### config.mk
export PLATFORM = sky130hd
export DESIGN_NAME = chain_rd_ctrl
export DESIGN_NICKNAME = d
export VERILOG_FILES = /design/src/rtl/chain_rd_pkg.sv /design/src/rtl/chain_rd_tick.sv /design/src/rtl/chain_rd_shreg.sv /design/src/rtl/chain_rd_ctrl.sv
export SDC_FILE = /design/constraint.sdc
export NUM_CORES = 1
export LEC_CHECK = 0
export ABC_AREA = 0
export BUFFER_PORTS_ARGS = -buffer_cell sky130_fd_sc_hd__buf_4
export CAP_MARGIN = 25
export CORE_UTILIZATION = 39
export DETAILED_ROUTE_END_ITERATION = 10
export GPL_ROUTABILITY_DRIVEN = 0
export SETUP_SLACK_MARGIN = 0.02
export SLEW_MARGIN = 20
export SYNTH_ARGS = -nofsm -noshare
export SYNTH_HDL_FRONTEND = slang
export SYNTH_HIERARCHICAL = 1
export SYNTH_SLANG_ARGS = --single-unit
### constraint.sdc
create_clock -name clk -period 3.2 [get_ports clk]
set_clock_uncertainty 0.2 [all_clocks]
set_input_delay 0.96 -clock clk [delete_from_list [all_inputs] [get_ports clk]]
set_output_delay 0.96 -clock clk [all_outputs]
set_load 0.02 [all_outputs]
### src/rtl/chain_rd_pkg.sv
package chain_rd_pkg;

    typedef enum logic [1:0] {
        ST_IDLE = 2'd0,
        ST_CONV = 2'd1,
        ST_READ = 2'd2
    } rd_state_e;

endpackage

### src/rtl/chain_rd_tick.sv
// Half-period tick for the serial clock: fires once every HALF cycles while run_i is high.
module chain_rd_tick #(
    parameter int HALF = 2
) (
    input  logic clk,
    input  logic rst_n,
    input  logic run_i,
    output logic tick_o
);
    localparam int CW = (HALF > 1) ? $clog2(HALF) : 1;
    localparam logic [CW-1:0] LAST = CW'(HALF - 1);

    logic [CW-1:0] cnt_d, cnt_q;

    always_comb begin
        tick_o = run_i && (cnt_q == LAST);
        if (!run_i || tick_o) cnt_d = '0;
        else                  cnt_d = cnt_q + 1'b1;
    end

    always_ff @(posedge clk or negedge rst_n) begin
        if (!rst_n) cnt_q <= '0;
        else        cnt_q <= cnt_d;
    end
endmodule

### src/rtl/chain_rd_shreg.sv
// Serial-in stream register; new bits enter at the LSB so the first bit ends at the top.
module chain_rd_shreg #(
    parameter int BITS = 48
) (
    input  logic            clk,
    input  logic            rst_n,
    input  logic            shift_i,
    input  logic            bit_i,
    output logic [BITS-1:0] bits_o
);
    logic [BITS-1:0] sh_d, sh_q;

    always_comb begin
        sh_d = sh_q;
        if (shift_i) sh_d = {sh_q[BITS-2:0], bit_i};
    end

    always_ff @(posedge clk or negedge rst_n) begin
        if (!rst_n) sh_q <= '0;
        else        sh_q <= sh_d;
    end

    assign bits_o = sh_q;
endmodule

### src/rtl/chain_rd_ctrl.sv
module chain_rd_ctrl
    import chain_rd_pkg::*;
#(
    parameter int NUM_DEV     = 3,
    parameter int WORD_W      = 16,
    parameter int SCK_HALF    = 2,
    parameter int TIMEOUT_CYC = 2000
) (
    input  logic                        clk,
    input  logic                        rst_n,
    input  logic                        start_i,
    input  logic                        sdo_i,
    output logic                        cnv_o,
    output logic                        sck_o,
    output logic [NUM_DEV*WORD_W-1:0]   data_o,
    output logic                        done_o,
    output logic                        timeout_o
);
    localparam int TOT    = NUM_DEV * WORD_W;
    localparam int FALLS  = TOT + 1;
    localparam int FALL_W = $clog2(FALLS + 1);
    localparam int TMO_W  = $clog2(TIMEOUT_CYC + 1);
    localparam logic [FALL_W-1:0] FALL_LAST = FALL_W'(FALLS);
    localparam logic [TMO_W-1:0]  TMO_LAST  = TMO_W'(TIMEOUT_CYC - 1);

    typedef struct packed {
        rd_state_e         st;
        logic              cnv;
        logic              sck;
        logic              sdo_prev;
        logic              done;
        logic              tmo;
        logic [FALL_W-1:0] falls;
        logic [TMO_W-1:0]  tcnt;
        logic [TOT-1:0]    data;
    } regs_t;

    localparam regs_t RST = '{
        st: ST_IDLE, cnv: 1'b0, sck: 1'b1, sdo_prev: 1'b0, done: 1'b0,
        tmo: 1'b0, falls: '0, tcnt: '0, data: '0
    };

    regs_t r_d, r_q;
    logic  tick;
    logic  shift;
    logic  run;
    logic [TOT-1:0] stream;
    logic [TOT-1:0] words_w;

    chain_rd_tick #(.HALF(SCK_HALF)) u_tick (
        .clk    (clk),
        .rst_n  (rst_n),
        .run_i  (run),
        .tick_o (tick)
    );

    chain_rd_shreg #(.BITS(TOT)) u_shreg (
        .clk     (clk),
        .rst_n   (rst_n),
        .shift_i (shift),
        .bit_i   (sdo_i),
        .bits_o  (stream)
    );

    // First received word sits at the top of the stream; it belongs in the low slot.
    for (genvar gi = 0; gi < NUM_DEV; gi++) begin : g_unpack
        assign words_w[gi*WORD_W +: WORD_W] = stream[TOT-1-gi*WORD_W -: WORD_W];
    end

    assign run = (r_q.st == ST_READ);

    always_comb begin
        r_d          = r_q;
        r_d.done     = 1'b0;
        r_d.sdo_prev = sdo_i;
        shift        = 1'b0;
        unique case (r_q.st)
            ST_IDLE: begin
                r_d.sck = 1'b1;
                r_d.cnv = 1'b0;
                if (start_i) begin
                    r_d.st   = ST_CONV;
                    r_d.cnv  = 1'b1;
                    r_d.tcnt = '0;
                    r_d.tmo  = 1'b0;
                end
            end
            ST_CONV: begin
                if (sdo_i && !r_q.sdo_prev) begin
                    r_d.st    = ST_READ;
                    r_d.falls = '0;
                end else if (r_q.tcnt == TMO_LAST) begin
                    r_d.st  = ST_IDLE;
                    r_d.cnv = 1'b0;
                    r_d.tmo = 1'b1;
                end else begin
                    r_d.tcnt = r_q.tcnt + 1'b1;
                end
            end
            ST_READ: begin
                if (tick) begin
                    if (r_q.sck) begin
                        r_d.sck   = 1'b0;
                        r_d.falls = r_q.falls + 1'b1;
                        shift     = (r_q.falls != '0);
                    end else begin
                        r_d.sck = 1'b1;
                        if (r_q.falls == FALL_LAST) begin
                            r_d.st   = ST_IDLE;
                            r_d.cnv  = 1'b0;
                            r_d.done = 1'b1;
                            r_d.data = words_w;
                        end
                    end
                end
            end
            default: r_d = RST;
        endcase
    end

    always_ff @(posedge clk or negedge rst_n) begin
        if (!rst_n) r_q <= RST;
        else        r_q <= r_d;
    end

    assign cnv_o     = r_q.cnv;
    assign sck_o     = r_q.sck;
    assign data_o    = r_q.data;
    assign done_o    = r_q.done;
    assign timeout_o = r_q.tmo;
endmodule

**Word level (Yosys, flattened, before mapping)**

Index checks and enable logic that the tools add are counted.

- Memories: 0
- Register bits: 121
- ROM bits: 0
- Latch bits: 0
- Output and inout port bits: 52
- Bits in writable memories: 0

- Mux-type cells: 35
- Add/subtract/negate cells: 3
- Magnitude comparators: 0
- Reduce and logical (&&, ||, !) cells: 16
- Equal/unequal tests: 14
- Divide/modulo/power cells: 0
- Multipliers: 0
- Bitwise gates (word level): 4
- Shift operators: 0

Operators by type and width:

| operator | count |
|---|---|
| $mux W48 | 3 |
| $pmux W48 S2 | 1 |
| $mux W11 | 3 |
| $pmux W11 S3 | 1 |
| $mux W6 | 3 |
| $ne A2 B2 Y1 const B | 9 |
| $pmux W6 S3 | 1 |
| $reduce_and A4 Y1 | 4 |
| $mux W1 | 14 |
| $mux W3 | 4 |
| $add A11 B1 Y11 const B | 1 |
| $eq A11 B11 Y1 const B | 1 |
| $reduce_and A5 Y1 | 2 |
| $pmux W3 S3 | 1 |
| $add A6 B1 Y6 const B | 1 |
| $eq A6 B6 Y1 const B | 1 |
| $reduce_bool A6 Y1 | 1 |
| $mux W4 | 1 |
| $not A1 Y1 | 4 |
| $ne A3 B3 Y1 const B | 1 |
| $pmux W1 S3 | 1 |
| $reduce_or A3 Y1 | 1 |
| $eq A2 B1 Y1 const B | 1 |
| $eq A2 B2 Y1 const B | 1 |
| 9 further kinds | 11 |

**Logic depth before layout (Yosys ltp)**

- Word-level depth: 5
- Gate-level depth with buffers: 8

**Hierarchy**

The synthesis kept the hierarchy.

Modules (own cells, without submodules):

| module | cells each | area an instance (um^2) | instances |
|---|---|---|---|
| chain_rd_ctrl | 292 | 3,437.0 | 1 |
| chain_rd_shreg | 101 | 1,860.5 | 1 |
| chain_rd_tick | 3 | 41.3 | 1 |

**Least setup slack after synthesis**

No wires, ideal clock.

- Path kind: register -> register
- Start: reg r_q[70] in the netlist's numbering
- End: reg u_shreg.sh_q[26] (netlist: u_shreg/bits_o[26])
- Data required time: 2.875 ns
- Library setup time: 0.125 ns
- Data arrival time: 1.933 ns
- Clock period less this slack: 2.258 ns
- Stages on the path, launching flop included: 9
- Setup slack: 0.942 ns
- Path through: dfrtp_1 -> or2b_4 -> inv_2 -> and2_2 -> nand3_1 -> a31oi_1 -> buf_6 -> buf_6 -> mux2_4

- Word-level cells in the longest chain between the ends: 4

RTL lines:

| element | line | RTL |
|---|---|---|
| start: declaration | chain_rd_ctrl.sv:43 | `regs_t r_d, r_q;` |
| start signal: assignment | chain_rd_ctrl.sv:123 | `else r_q <= r_d;` |
| $eq A2 B2 Y1 | chain_rd_ctrl.sv:70 | `assign run = (r_q.st == ST_READ);` |
| net run | chain_rd_ctrl.sv:46 | `logic run;` |
| $logic_and A1 B1 Y1 | chain_rd_tick.sv:16 | `tick_o = run_i && (cnt_q == LAST);` |
| net tick | chain_rd_ctrl.sv:44 | `logic tick;` |
| $mux W1 | chain_rd_ctrl.sv:101 | `if (tick) begin` |
| $mux W1 | chain_rd_ctrl.sv:77 | `unique case (r_q.st)` |
| net shift | chain_rd_ctrl.sv:45 | `logic shift;` |
| end signal: assignment | chain_rd_shreg.sv:19 | `if (!rst_n) sh_q <= '0;` |
| end signal: assignment | chain_rd_shreg.sv:20 | `else sh_q <= sh_d;` |
| end: declaration | chain_rd_shreg.sv:11 | `logic [BITS-1:0] sh_d, sh_q;` |

The timed path passes the listed nets, and every way through them passes these cells.
A chain may end at the register's enable or synchronous reset.

**Worst setup path after layout**

- Start: reg r_q[71] in the netlist's numbering
- End: reg u_shreg.sh_q[21] (netlist: u_shreg/bits_o[21])

Same word-level chain as after synthesis.

==> report_table.html <==
<table>
<tr><th>Metric</th><th>Value</th></tr>
<tr><th colspan="2">Power and ir drop</th></tr>
<tr><td>Internal Dissipation</td><td>2.890 mW</td></tr>
<tr><td>Logic gate share of total power</td><td>0.089</td></tr>
<tr><td>Clock power frac</td><td>0.486</td></tr>
<tr><td>Sequential fraction of design power</td><td>0.425</td></tr>
<tr><td>Worst vdd rail ir drop</td><td>378.4 uV</td></tr>
<tr><td>Total power divided by cell area</td><td>631.4 nW/um2</td></tr>
<tr><td>Leakage</td><td>2.949 nW</td></tr>
<tr><td>Switching part of the total power</td><td>0.2542</td></tr>
<tr><td>Switching Power</td><td>0.9852 mW</td></tr>
<tr><th colspan="2">Run status</th></tr>
<tr><td>Outcome</td><td>complete, no violations</td></tr>
<tr><th colspan="2">Die</th></tr>
<tr><td>Area of the placeable core</td><td>13300 um2</td></tr>
<tr><td>Floorplan die height</td><td>119 um</td></tr>
<tr><td>Number of primary I/O pins</td><td>56</td></tr>
<tr><td>Effective utilization at floorplan</td><td>0.4016</td></tr>
<tr><td>Overall die width</td><td>119 um</td></tr>
<tr><td>Die Area</td><td>14160 um2</td></tr>
<tr><td>Row Count</td><td>42</td></tr>
<tr><th colspan="2">STA</th></tr>
<tr><td>Slew at the pin closest to its max-slew limit</td><td>622.8 ps</td></tr>
<tr><td>Final slew viol count</td><td>0</td></tr>
<tr><td>Fin crit share</td><td>0.8251</td></tr>
<tr><td>Worst hold-check slack</td><td>298.5 ps</td></tr>
<tr><td>Unrepaired setup endpoints after global routing</td><td>no</td></tr>
<tr><td>Final critical path time including I/O delays and setup</td><td>2640 ps</td></tr>
<tr><td>Highest attainable clock frequency</td><td>378.7 MHz</td></tr>
<tr><td>Final setup violation count</td><td>0</td></tr>
<tr><td>Setup TNS after final layout</td><td>0 ps</td></tr>
<tr><td>Final worst slack</td><td>559.7 ps</td></tr>
<tr><td>Max transition margin</td><td>0.5848</td></tr>
<tr><td>Total count of hold-check failures in the final report</td><td>0</td></tr>
<tr><th colspan="2">Worst setup path</th></tr>
<tr><td>R2r startpoint</td><td>r_q[71]</td></tr>
<tr><td>Worst R2R End</td><td>u_shreg/bits_o[21]</td></tr>
<tr><td>Setup CP Type</td><td>reg -&gt; reg</td></tr>
<tr><td>Arrival time at the worst endpoint</td><td>2720 ps</td></tr>
<tr><td>Library cell contributing the largest single delay on the critical path</td><td>sky130_fd_sc_hd__dfrtp_1</td></tr>
<tr><td>Worst endpoint required time</td><td>3280 ps</td></tr>
<tr><td>Number of cells on the worst reg-to-reg path</td><td>7</td></tr>
<tr><td>Largest fanout of any net on the critical path</td><td>48</td></tr>
<tr><td>Type of destination of the critical path</td><td>flip-flop</td></tr>
<tr><td>Stage delay of the slowest cell on the critical path</td><td>600 ps</td></tr>
<tr><td>Worst reg-to-reg setup slack</td><td>560 ps</td></tr>
<tr><td>Critical path launch point type</td><td>flip-flop</td></tr>
<tr><td>Cells along the critical path</td><td>or2b_4 &gt; inv_2 &gt; and2_2 &gt; nand3_1 &gt; a31oi_4 &gt; buf_12 &gt; mux2_2</td></tr>
<tr><th colspan="2">Logic synthesis</th></tr>
<tr><td>Async SR Flop Fraction</td><td>1.000</td></tr>
<tr><td>Unique cell type count in the Yosys netlist</td><td>51</td></tr>
<tr><td>Cell area after synthesis</td><td>5339 um2</td></tr>
<tr><td>Number of flops mapped to enable cells by yosys</td><td>0</td></tr>
<tr><td>Register bit total from synthesis</td><td>121</td></tr>
<tr><td>Yosys top cell area share</td><td>0.5625</td></tr>
<tr><td>Average cell area after synthesis</td><td>13.48 um2</td></tr>
<tr><td>Post-synthesis cell count</td><td>396</td></tr>
<tr><td>Biggest area contributors in the synthesized netlist</td><td>sky130_fd_sc_hd__dfrtp_1 56%, sky130_fd_sc_hd__a22o_1 8.4%, sky130_fd_sc_hd__buf_4 7.2%</td></tr>
<tr><td>Most area-hungry cell type in the Yosys netlist</td><td>sky130_fd_sc_hd__dfrtp_1</td></tr>
<tr><td>Syn_nets</td><td>404</td></tr>
<tr><td>Share of the yosys chip area belonging to registers</td><td>0.5674</td></tr>
<tr><td>Yosys warning count</td><td>6</td></tr>
<tr><td>Most used DFF post-synth</td><td>sky130_fd_sc_hd__dfrtp_1</td></tr>
<tr><th colspan="2">Finish</th></tr>
<tr><td>Proportion of layout cells with a drive suffix above 1</td><td>0.3723</td></tr>
<tr><td>Relative area change from synthesis to final layout</td><td>14.95%</td></tr>
<tr><td>Most used cells in the layout excluding fill and tap cells</td><td>120 x sky130_fd_sc_hd__dfrtp_1, 55 x sky130_fd_sc_hd__buf_4, 51 x sky130_fd_sc_hd__a22o_1</td></tr>
<tr><td>Non-Filler Instances</td><td>595</td></tr>
<tr><td>Total inserted antenna cells</td><td>0</td></tr>
<tr><td>Net count, final</td><td>414</td></tr>
<tr><td>Leading cell type in the layout, fill and taps excluded</td><td>sky130_fd_sc_hd__dfrtp_1</td></tr>
<tr><th colspan="2">Global route</th></tr>
<tr><td>Global route total overflow</td><td>0</td></tr>
<tr><td>Global-route wire length before repair</td><td>15.73 mm</td></tr>
<tr><td>Initial antenna violation count</td><td>0</td></tr>
<tr><td>GRT Resource Usage Total</td><td>0.1408</td></tr>
<tr><td>Via count of the first global-routing pass</td><td>3067</td></tr>
<tr><td>Pin count of the biggest net entering global routing</td><td>122</td></tr>
<tr><th colspan="2">Clock network</th></tr>
<tr><td>Total of hold buffers inserted after clock tree synthesis</td><td>0</td></tr>
<tr><td>Num CTS Buffers</td><td>17</td></tr>
<tr><td>Post-CTS setup buffer count</td><td>0</td></tr>
<tr><td>Clock tree sinks</td><td>121</td></tr>
<tr><td>Insertion delay to the later sink of the worst-skew pair</td><td>400 ps</td></tr>
<tr><td>Clock tree root buffer cell</td><td>sky130_fd_sc_hd__clkbuf_16</td></tr>
<tr><td>Max H-tree Level</td><td>4</td></tr>
<tr><td>TritonCTS clock tree</td><td>yes</td></tr>
<tr><td>Quantity of gates resized following cts</td><td>0</td></tr>
<tr><td>Largest buffer count on any clock path</td><td>2</td></tr>
<tr><td>Worst-path clk slew</td><td>60 ps</td></tr>
<tr><th colspan="2">Worst hold path</th></tr>
<tr><td>Min-Delay Endpoint</td><td>data_o[4]</td></tr>
<tr><td>Tightest Hold Check Type</td><td>reg -&gt; reg</td></tr>
<tr><td>Worst Min Path Start</td><td>data_o[4]</td></tr>
<tr><td>Hold Crit Depth</td><td>1</td></tr>
<tr><th colspan="2">Detailed routing</th></tr>
<tr><td>Final WL</td><td>9.154 mm</td></tr>
<tr><td>Final antenna-violating net count</td><td>0</td></tr>
<tr><td>Detailed-route vias per instance</td><td>5.123</td></tr>
<tr><td># DRC</td><td>0</td></tr>
<tr><td>Drt first-iter violations</td><td>195</td></tr>
<tr><td>Number of optimization iterations in the first detailed-route pass</td><td>4</td></tr>
<tr><td>Average detailed-routed wire length per instance</td><td>15.38 um</td></tr>
<tr><td>Count of vias placed by the detailed router</td><td>3048</td></tr>
<tr><th colspan="2">Placed design</th></tr>
<tr><td>DP Wirelength</td><td>5.610 mm</td></tr>
<tr><td>Worst-case setup slack after placement</td><td>604.4 ps</td></tr>
<tr><td>Number of I/O port buffers</td><td>55</td></tr>
<tr><td># placed instances</td><td>563</td></tr>
<tr><th colspan="2">Job</th></tr>
<tr><td>MaxCap Viol Count</td><td>0</td></tr>
</table>
worst max path at each step:
| stage | slack [ps] | start | cells past startpoint | to |
|---|---|---|---|---|
| finish | 560 | r_q[71] | 7 | u_shreg/bits_o[21] |
| floorplan | 940 | r_q[70] | 8 | u_shreg/bits_o[26] |
| CTS | 580 | r_q[71] | 7 | u_shreg/bits_o[21] |
| detailed placement | 600 | r_q[71] | 7 | u_shreg/bits_o[21] |
| global placement | 670 | r_q[70] | 7 | u_shreg/bits_o[10] |
| global route | 420 | r_q[70] | 7 | u_shreg/bits_o[21] |
worst max-delay path, delay by kind of cell, from the launching register on:
kind / cells / cell delay, ps
and+or+nand+nor: 3 / 720
buffers and inverters: 2 / 410
AOI/OAI and AO/OA: 1 / 200
DFF: 1 / 600
muxes: 1 / 390
stage by stage:
| step | total power [mW] | instance area [um2] | util |
|---|---|---|---|
| 2_1_floorplan | 1.915 | 5339 | - |
| 6_report | 3.875 | 6137 | 0.4616 |
| 5_1_grt | 4.041 | 6137 | 0.4616 |
| 3_3_place_gp | 2.005 | 5542 | 0.4168 |
| 3_5_place_dp | 2.017 | 5542 | 0.4168 |
| 4_1_cts | 3.921 | 6137 | 0.4616 |
power groups by stage:
stage	combinational [mW]	sequential (mW)	clock, mW
finish	0.344	1.65	1.88
global route	0.386	1.66	2.00
CTS	0.348	1.65	1.92
detailed placement	0.344	1.67	0
global placement	0.337	1.67	0
floorplan	0.274	1.64	0
flip-flops by register name, summed over array words and instances (netlist names):
signal          flops
data_o             48
u_shreg/bits_o     48
r_q                20
cnv_o               1
done_o              1
sck_o               1
timeout_o           1
u_tick/cnt_q        1
cell families (layout without fill, tap and decap cells):
group           after synthesis  count (layout)  synth area share
compound gates               92              92            0.1334
xor+xnor                      2               2          0.003282
fa+ha+maj                     4               4          0.009375
buf+inv                      74              97            0.1010
flops                       121             121            0.5674
mux                          51              51            0.1214
simple gates                 52              52           0.06421
metal layers:
layer,track usage,routed length (um),vias to the layer above
met5,0,0,-
met4,0.04747,74,0
met3,0.03879,325,8
met2,0.2068,4234,60
met1,0.1996,4518,1557
li1,-,-,1423
layout make-up:
| type | instances | area, um2 |
|---|---|---|
| clock buffers | 19 | 452.9 |
| clock inverters | 13 | 142.6 |
| fillers | 1199 | 7158 |
| inverters | 7 | 26.28 |
| multi-input cells | 201 | 1793 |
| flip-flops and latches | 121 | 3029 |
| well taps | 176 | 220.2 |
| repair buffers | 58 | 473.0 |
cells in the mapped netlist (all sizes together) (4+ instances only):
cell type  count
o31ai          4
o21ai         15
inv            7
and3           4
nand2          8
buf           67
ha             4
nand3          6
a22o          51
or4            5
mux2          50
dfrtp        120
a21oi         11
nor2           9
No activity file was read; power rests on OpenSTA's default activity.
